**src/rtl/pic_pkg.sv**
```systemverilog
package pic_pkg;
  localparam int ADDR_W = 6;
  localparam logic [ADDR_W-1:0] HDL_BASE  = 6'h10;
  localparam logic [ADDR_W-1:0] VEC_ADDR  = 6'h20;
  localparam logic [ADDR_W-1:0] EOI_ADDR  = 6'h21;
  localparam logic [ADDR_W-1:0] DFLT_ADDR = 6'h22;

  typedef enum logic [1:0] {RD_CFG, RD_HDL, RD_VEC, RD_DFLT} rdSel_e;

  typedef struct packed {
    logic       cfgWr;
    logic       hdlWr;
    logic       dfltWr;
    logic       vecRd;
    logic       eoiWr;
    logic       rdEn;
    rdSel_e     rdSel;
    logic [3:0] idx;
  } strobe_t;
endpackage

```
**src/rtl/pic_control.sv**
```systemverilog
module pic_control
  import pic_pkg::*;
#(
  parameter int NUM_SRC = 8
) (
  input  logic              busWr,
  input  logic              busRd,
  input  logic [ADDR_W-1:0] busAddr,
  output strobe_t           strobe
);
  localparam logic [4:0] NSRC = 5'(NUM_SRC);

  logic inRange;
  assign inRange = ({1'b0, busAddr[3:0]} < NSRC);

  always_comb begin
    strobe       = '0;
    strobe.rdSel = RD_CFG;
    strobe.idx   = busAddr[3:0];
    if (busAddr[5:4] == 2'b00 && inRange) begin
      strobe.cfgWr = busWr;
      strobe.rdEn  = busRd;
      strobe.rdSel = RD_CFG;
    end else if (busAddr[5:4] == HDL_BASE[5:4] && inRange) begin
      strobe.hdlWr = busWr;
      strobe.rdEn  = busRd;
      strobe.rdSel = RD_HDL;
    end else if (busAddr == VEC_ADDR) begin
      strobe.vecRd = busRd;
      strobe.rdEn  = busRd;
      strobe.rdSel = RD_VEC;
    end else if (busAddr == EOI_ADDR) begin
      strobe.eoiWr = busWr;
    end else if (busAddr == DFLT_ADDR) begin
      strobe.dfltWr = busWr;
      strobe.rdEn   = busRd;
      strobe.rdSel  = RD_DFLT;
    end
  end
endmodule

```
**src/rtl/pic_datapath.sv**
```systemverilog
module pic_datapath
  import pic_pkg::*;
#(
  parameter int NUM_SRC = 8,
  parameter int DATA_W  = 32,
  parameter int PRIO_W  = 3
) (
  input  logic                              clk,
  input  logic                              rstN,
  input  logic [NUM_SRC-1:0]                srcIn,
  input  logic [DATA_W-1:0]                 wdata,
  input  strobe_t                           strobe,
  output logic [DATA_W-1:0]                 rdata,
  output logic                              irq,
  output logic                              active,
  output logic [PRIO_W-1:0]                 curLvl,
  output logic [$clog2((1<<PRIO_W)+1)-1:0]  depth,
  output logic                              winValid,
  output logic [PRIO_W-1:0]                 winPrio
);
  localparam int IDX_W   = $clog2(NUM_SRC);
  localparam int LEVELS  = 1 << PRIO_W;
  localparam int DEPTH_W = $clog2(LEVELS + 1);
  localparam logic [DEPTH_W-1:0] FULL = DEPTH_W'(LEVELS);

  logic [PRIO_W-1:0] prio     [NUM_SRC];
  logic [DATA_W-1:0] handler  [NUM_SRC];
  logic [NUM_SRC-1:0] edgeMode, enable;
  logic [DATA_W-1:0] dfltVec;
  logic [NUM_SRC-1:0] sync1, sync2, syncPrev, edgePend, req;
  logic [IDX_W-1:0]  winIdx, selIdx;
  logic [PRIO_W-1:0] stack [LEVELS];
  logic              commit, doPush;
  logic [PRIO_W-1:0] topIdx;

  assign selIdx = strobe.idx[IDX_W-1:0];
  assign commit = strobe.vecRd && winValid;
  assign doPush = commit && active && (depth < FULL);
  assign topIdx = PRIO_W'(depth - 1'b1);

  // configuration registers, one set per source
  generate
    for (genvar i = 0; i < NUM_SRC; i++) begin : g_src
      always_ff @(posedge clk or negedge rstN) begin
        if (!rstN) begin
          prio[i]     <= '0;
          edgeMode[i] <= 1'b0;
          enable[i]   <= 1'b0;
          handler[i]  <= '0;
          edgePend[i] <= 1'b0;
        end else begin
          if (strobe.cfgWr && selIdx == IDX_W'(i)) begin
            prio[i]     <= wdata[PRIO_W-1:0];
            edgeMode[i] <= wdata[PRIO_W];
            enable[i]   <= wdata[PRIO_W+1];
          end
          if (strobe.hdlWr && selIdx == IDX_W'(i))
            handler[i] <= wdata;
          edgePend[i] <= (edgePend[i] && !(commit && winIdx == IDX_W'(i)))
                       || (edgeMode[i] && sync2[i] && !syncPrev[i]);
        end
      end
      assign req[i] = enable[i] && (edgeMode[i] ? edgePend[i] : sync2[i]);
    end
  endgenerate

  always_ff @(posedge clk or negedge rstN) begin
    if (!rstN) begin
      sync1    <= '0;
      sync2    <= '0;
      syncPrev <= '0;
      dfltVec  <= '0;
    end else begin
      sync1    <= srcIn;
      sync2    <= sync1;
      syncPrev <= sync2;
      if (strobe.dfltWr) dfltVec <= wdata;
    end
  end

  // arbitration: strict greater keeps the lower index on ties
  always_comb begin
    winValid = 1'b0;
    winPrio  = '0;
    winIdx   = '0;
    for (int i = 0; i < NUM_SRC; i++) begin
      if (req[i] && (!winValid || prio[i] > winPrio)) begin
        winValid = 1'b1;
        winPrio  = prio[i];
        winIdx   = IDX_W'(i);
      end
    end
  end

  assign irq = winValid && (!active || winPrio > curLvl);

  // level in service and nesting stack
  always_ff @(posedge clk or negedge rstN) begin
    if (!rstN) begin
      active <= 1'b0;
      curLvl <= '0;
      depth  <= '0;
    end else if (commit) begin
      active <= 1'b1;
      curLvl <= winPrio;
      if (doPush) depth <= depth + 1'b1;
    end else if (strobe.eoiWr) begin
      if (depth != '0) begin
        curLvl <= stack[topIdx];
        depth  <= depth - 1'b1;
      end else begin
        active <= 1'b0;
      end
    end
  end

  always_ff @(posedge clk) begin
    if (doPush) stack[depth[PRIO_W-1:0]] <= curLvl;
  end

  always_ff @(posedge clk or negedge rstN) begin
    if (!rstN) begin
      rdata <= '0;
    end else if (strobe.rdEn) begin
      unique case (strobe.rdSel)
        RD_CFG:  rdata <= DATA_W'({enable[selIdx], edgeMode[selIdx], prio[selIdx]});
        RD_HDL:  rdata <= handler[selIdx];
        RD_VEC:  rdata <= winValid ? handler[winIdx] : dfltVec;
        default: rdata <= dfltVec;
      endcase
    end
  end
endmodule

```
**src/rtl/prio_irq_ctrl.sv**
```systemverilog
module prio_irq_ctrl
  import pic_pkg::*;
#(
  parameter int NUM_SRC = 8,
  parameter int DATA_W  = 32,
  parameter int PRIO_W  = 3
) (
  input  logic               clk,
  input  logic               rstN,
  input  logic [NUM_SRC-1:0] srcIn,
  input  logic               busWr,
  input  logic               busRd,
  input  logic [5:0]         busAddr,
  input  logic [DATA_W-1:0]  busWdata,
  output logic [DATA_W-1:0]  busRdata,
  output logic               irq
);
  localparam int DEPTH_W = $clog2((1 << PRIO_W) + 1);

  strobe_t             strobe;
  logic                active, winValid;
  logic [PRIO_W-1:0]   curLvl, winPrio;
  logic [DEPTH_W-1:0]  depth;

  pic_control #(.NUM_SRC(NUM_SRC)) u_ctrl (
    .busWr(busWr), .busRd(busRd), .busAddr(busAddr), .strobe(strobe)
  );

  pic_datapath #(.NUM_SRC(NUM_SRC), .DATA_W(DATA_W), .PRIO_W(PRIO_W)) u_dp (
    .clk(clk), .rstN(rstN), .srcIn(srcIn), .wdata(busWdata), .strobe(strobe),
    .rdata(busRdata), .irq(irq), .active(active), .curLvl(curLvl),
    .depth(depth), .winValid(winValid), .winPrio(winPrio)
  );
endmodule

```
**config.mk**
```make
export PLATFORM = sky130hd
export DESIGN_NAME = prio_irq_ctrl
export DESIGN_NICKNAME = d
export VERILOG_FILES = /design/src/rtl/pic_pkg.sv /design/src/rtl/pic_control.sv /design/src/rtl/pic_datapath.sv /design/src/rtl/prio_irq_ctrl.sv
export SDC_FILE = /design/constraint.sdc
export NUM_CORES = 1
export LEC_CHECK = 0
export ABC_AREA = 1
export BUFFER_PORTS_ARGS = -buffer_cell sky130_fd_sc_hd__clkbuf_2
export CORE_ASPECT_RATIO = 0.75
export CORE_UTILIZATION = 46
export DETAILED_ROUTE_END_ITERATION = 16
export GPL_TIMING_DRIVEN = 1
export HOLD_SLACK_MARGIN = 0.03
export PLACE_DENSITY = 0.73
export SLEW_MARGIN = 20
export SYNTH_ARGS = -nofsm -noshare
export SYNTH_HDL_FRONTEND = slang
export SYNTH_HIERARCHICAL = 1
export SYNTH_SLANG_ARGS = --single-unit
```
**constraint.sdc**
```tcl
create_clock -name clk -period 13.28 [get_ports clk]
set_clock_uncertainty 0.2 [all_clocks]
set_input_delay 1.328 -clock clk [delete_from_list [all_inputs] [get_ports clk]]
set_output_delay 1.328 -clock clk [all_outputs]
set_load 0.02 [all_outputs]
```
## Yosys cells after proc, flatten, opt, wreduce, memory -nomap -nowiden

Memory sizes are Yosys's and may differ from the RTL's.
Cells that the tools add are included.

- RAM bits: 24
- Memories kept: 1
- ROM bits: 0
- Bits in latches: 0
- Register bits after elaboration: 400
- Output and inout port bits: 33
- Input bits: 50

Memories:

| name | depth | width | read ports | clocked after Yosys merged registers in | wr ports | RTL line | RTL |
|---|---|---|---|---|---|---|---|
| u_dp.stack | 8 | 3 | 1 | 0 | 1 | pic_datapath.sv:32 | `logic [PRIO_W-1:0] stack [LEVELS];` |

- Add/sub/neg operators: 2
- Bitwise gates (word level): 2
- Equal/unequal tests: 22
- Shift-type cells: 0
- $mul: 0
- Magnitude comparators: 13
- Reduce and logical (&&, ||, !) cells: 119
- Divide/modulo/power cells: 0
- Muxes and demuxes: 73

Operators by type and width:

| cell | count |
|---|---|
| 32-bit binary-select mux with 3-bit select | 2 |
| 32-bit two-way mux | 5 |
| 32-bit one-hot mux with 3 select lines | 1 |
| 1-bit logical AND | 69 |
| 3-bit two-way mux | 23 |
| 1-bit two-way mux | 32 |
| 3-bit equality test, second input constant | 8 |
| 3-bit greater-than comparator | 8 |
| 1-bit logical NOT | 24 |
| 4-bit two-way mux | 5 |
| 6-bit equality test, second input constant | 3 |
| 1-bit logical OR | 16 |
| 3-bit by 2-bit equality test with 1-bit output, second input constant | 4 |
| 3-bit binary-select mux with 3-bit select | 1 |
| 4-bit >= comparator, second input constant | 2 |
| 4-bit less-than comparator, second input constant | 2 |
| 3-bit inverter with 4-bit output | 2 |
| 1-bit binary-select mux with 3-bit select | 2 |
| 3-bit by 1-bit equality test with 1-bit output, second input constant | 2 |
| 3-bit logical NOT | 2 |
| 4-bit by 1-bit adder with 4-bit output, second input constant | 1 |
| 2-bit by 1-bit equality test with 1-bit output, second input constant | 2 |
| 2-bit logical NOT | 2 |
| 3-bit by 4-bit less-than comparator with 1-bit output, second input constant | 1 |
| other kinds (9) | 12 |

## Depth between registers and ports, before layout

- Word-level depth: 37
- Depth in mapped cells: 75
- Depth with buffers taken out: 74

## Modules after synthesis

Netlist, hierarchy kept.

Modules (own cells, without submodules):

| module | sequential area each (µm²) | times used | cells an instance | area an instance (µm²) |
|---|---|---|---|---|
| pic_datapath | 10730.3 | 1 | 2925 | 22353.9 |
| pic_control | 0.0 | 1 | 30 | 156.4 |

## Worst setup path after synthesis

No wires, ideal clock.

- Path type: register to output
- Start: reg u_dp.edgeMode[0]
- End: out irq
- Path slack: 3066 ps
- Arrival: 8686 ps
- Cell stages (with the launch flop): 75
- Buffers on the path: 3
- Required time: 11752 ps
- Cell sequence: dfrtp_1 inv_2 nor2_2 nor2_1 nand2_2 nor2_1 inv_1 ha_1 a21oi_1 nand2_1 nand2_1 nand2_1 nand2_1 nand2_1 and2_1 ha_1 a21oi_1 o21ai_0 [39 not listed] o21ai_0 ha_1 a21oi_1 o21ai_0 nand2_1 nand2_1 nand2_2 buf_6 buf_2 buf_6 inv_1 nand2_1 o21ai_0 ha_1 nand2_1 o21ai_0 a21oi_1 nor2_1

- Cells in the longest elaborated chain, start to end: 34
- Elaborated cells on any way between the ends: 49
- Those cells by class: 8 x order compare; 17 x mux; 24 x reduce/logical

RTL lines:

| element | RTL line | RTL |
|---|---|---|
| start, declared | pic_datapath.sv:28 | `logic [NUM_SRC-1:0] edgeMode, enable;` |
| start signal, assigned by index | pic_datapath.sv:54 | `edgeMode[i] <= wdata[PRIO_W];` |
| 1-bit two-way mux (*) | pic_datapath.sv:63 | `assign req[i] = enable[i] && (edgeMode[i] ? edgePend[i] : sync2[i]);` |
| 1-bit logical AND (*) | pic_datapath.sv:63 |  |
| 3-bit two-way mux or 1-bit two-way mux (tied branches) | pic_datapath.sv:87 | `if (req[i] && (!winValid \|\| prio[i] > winPrio)) begin` |
| 3-bit greater-than comparator or 1-bit logical NOT (tied branches) | pic_datapath.sv:87 |  |
| 1-bit logical OR | pic_datapath.sv:87 |  |
| 1-bit logical AND | pic_datapath.sv:87 |  |
| 3-bit two-way mux or 1-bit two-way mux (tied branches) | pic_datapath.sv:87 |  |
| 3-bit greater-than comparator or 1-bit logical NOT (tied branches) | pic_datapath.sv:87 |  |
| [19 not listed] | -- |  |
| 3-bit greater-than comparator or 1-bit logical NOT (tied branches) | pic_datapath.sv:87 |  |
| 1-bit logical OR | pic_datapath.sv:87 |  |
| 1-bit logical AND | pic_datapath.sv:87 |  |
| 3-bit two-way mux (*) | pic_datapath.sv:87 |  |
| named net winPrio[2] | prio_irq_ctrl.sv:22 | `logic [PRIO_W-1:0] curLvl, winPrio;` |
| 3-bit greater-than comparator (*) | pic_datapath.sv:95 | `assign irq = winValid && (!active \|\| winPrio > curLvl);` |
| 1-bit logical OR (*) | pic_datapath.sv:95 |  |
| 1-bit logical AND (*) | pic_datapath.sv:95 |  |
| end, declared | prio_irq_ctrl.sv:16 | `output logic irq` |

Mark *: on every way through the listed nets, which the timed path passes. The rest lies on a longest branch.

## Final worst setup path

Same ends and word-level chain as after synthesis.

==> flow_summary.toml <==
[detailed_routing]
drcViolationCount = 0
viasPerCell = 5.92
firstDrtPassIters = 7
postRouteAntennaNets = 0
vias = 21300
drtIter0Drc = 2798
wl_per_cell_um = 20.2
wirelength_um = 72800

[placed_design]
portBuffers = 82
place_congestion = 0.932
place_hpwl_um = 42200
dpl-instance-area_um2 = 23200

[die]
top_level_ports = 83
rows = 69
die_w_um = 257
start_util_pct = 47.0
die_area_um2 = 49800
core_area_um2 = 47800
die_height_um = 194

[timing]
rsz0062_at_grt = "no"
finalSetupViolCount = 0
fin_crit_ns = 12.26
relSlewSlack_pct = 22.5
hold_ws_ns = 0.146
max_freq_ghz = 0.0816
fin_tns_setup_ns = 0
finalHoldViolations = 0
drv_slew = 0
tightest_slew_ns = 1.16
timing.final.crit_share_pct = 92.3

[clock_tree]
htreeDepth = 2
clk_latency_ns = 0.59
clk_pin_slew_worst_paths_ns = 0.06
clock_path_buffers = 3
cts.sinks = 424
numCtsBuffers = 44
root_buffer = "clkbuf_16"
cts_hold_buf = 0
cts_tree = "yes"
cts_setup_buffers = 0
cts.repair.resized = 0

[power]
p_comb_share_pct = 29.8
power_switching_uw = 1480
leakagePower_uw = 0.0116
p_sw_share_pct = 36.7
p_clk_share_pct = 30.5
pwr-share-seq_pct = 39.7
ir_drop_mv = 0.0882
power_density_nw_per_um2 = 163
p_int_uw = 2550

[finish]
final_area_um2 = 24600
final_common_cell = "nand2_1"
layout-drive-gt1-share_pct = 7.55
antenna_cells = 0
final_cell_mix = "nand2_1, o21ai_0, dfrtp_1"
fin_nets = 3006
fillers = 4414
areaGrowthSynthToFinish_pct = 9.39

[synthesis]
synthesis.area_um2 = 22500
syn-num-nets = 3029
avgSynthCellArea_um2 = 7.62
yosysWarnings = 6
synthCells = 2954

[worst_setup_path]
end_kind = "output pin"
critical_path_required_ns = 11.75
critical_path_peak_fanout = 39
path_class = "reg2out"
reg2reg_depth = 69
cp-start-kind = "register"
cp.arrival_ns = 10.73
cp_slowest_stage_delay_ns = 0.41
crit_path_frequent_cell = "nand2_1"
cpMaxStageDelayCell = "dfrtp_1"

[grt]
antenna_found_initial = 1
grt_pass1_wl_um = 114000
grt_pass1_vias = 20300
grtUsageTotal_pct = 29.2
grt-ovfl-total = 0
grt_max_degree = 155

[worst_hold_path]
hold_path_depth = 0
holdCritPathClass = "reg2reg"

[outcome]
status = "finished clean"

[flow_run]
maxCapViolations = 0
power by group through the flow:
stage | Sequential, µW | Clock (µW) | Combinational, µW
floorplan | 1590 | 0 | 854
global placement | 1610 | 0 | 1130
detailed placement | 1610 | 0 | 1160
CTS | 1590 | 1240 | 1170
global route | 1610 | 1290 | 1330
finish | 1600 | 1230 | 1200
sequential cells by signal, indices dropped and copies added, names as in the netlist:
name and count:
u_dp/edgePend 8, u_dp/sync1 8, u_dp/depth 4, u_dp/dfltVec 32, u_dp/rdata 32, u_dp/active 1, u_dp/stack 24, u_dp/syncPrev 8
u_dp/enable 8, u_dp/prio 24, u_dp/handler 256, u_dp/sync2 8, u_dp/edgeMode 8, u_dp/curLvl 3
path summary, 6_finish.rpt:
kind	startpoint	endpoint	slack, ns
worst max register to register	u_dp/edgeMode[0]	u_dp/rdata[17]	1.61
worst min register to register	u_dp/sync1[2]	u_dp/sync2[2]	0.15
worst min-delay path	u_dp/sync1[2]	u_dp/sync2[2]	0.15
worst max-delay path	u_dp/edgeMode[0]	irq	1.02
min in group asynchronous	rstN	u_dp/sync1[1]	0.61
max in group asynchronous	rstN	u_dp/handler[92]	10.06
routing by layer:
layer | vias to the layer above | global-route usage, % | share of wire (%)
met3 | 267 | 8.16 | 13
met2 | 1397 | 42.9 | 42
met1 | 9994 | 40.6 | 40
li1 | 9669 | - | -
met5 | - | 0 | 0.014
met4 | 2 | 11.7 | 3.9
metrics by stage:
step	utilization, %	power, µW	setup slack, ns	std cells
CTS	51.5	4000	1.19	3605
global route	51.5	4240	0.0609	3605
floorplan	-	2440	3.07	2954
global placement	48.5	2730	2.37	3524
detailed placement	48.5	2770	1.82	3524
finish	51.5	4020	1.02	3605
worst max-delay path: cells and delay by family, from the launching register on:
kind | cells | cell delay (ns)
buf+inv | 7 | 0.76
flops | 1 | 0.41
simple gates | 37 | 3.68
compound gates | 17 | 2.82
fa+ha+maj | 8 | 2.50
layout make-up:
| cell class | instances | area (µm²) | share of cell area, % |
|---|---|---|---|
| clock inverters | 15 | 115 | 0.468 |
| inverters | 330 | 1240 | 5.03 |
| repair buffers | 116 | 679 | 2.76 |
| multi-input cells | 2015 | 9760 | 39.6 |
| clock buffers | 66 | 1300 | 5.27 |
| flip-flops and latches | 424 | 10700 | 43.6 |
| well taps | 639 | 800 | 3.25 |
Power figures use the tool's default switching activity.
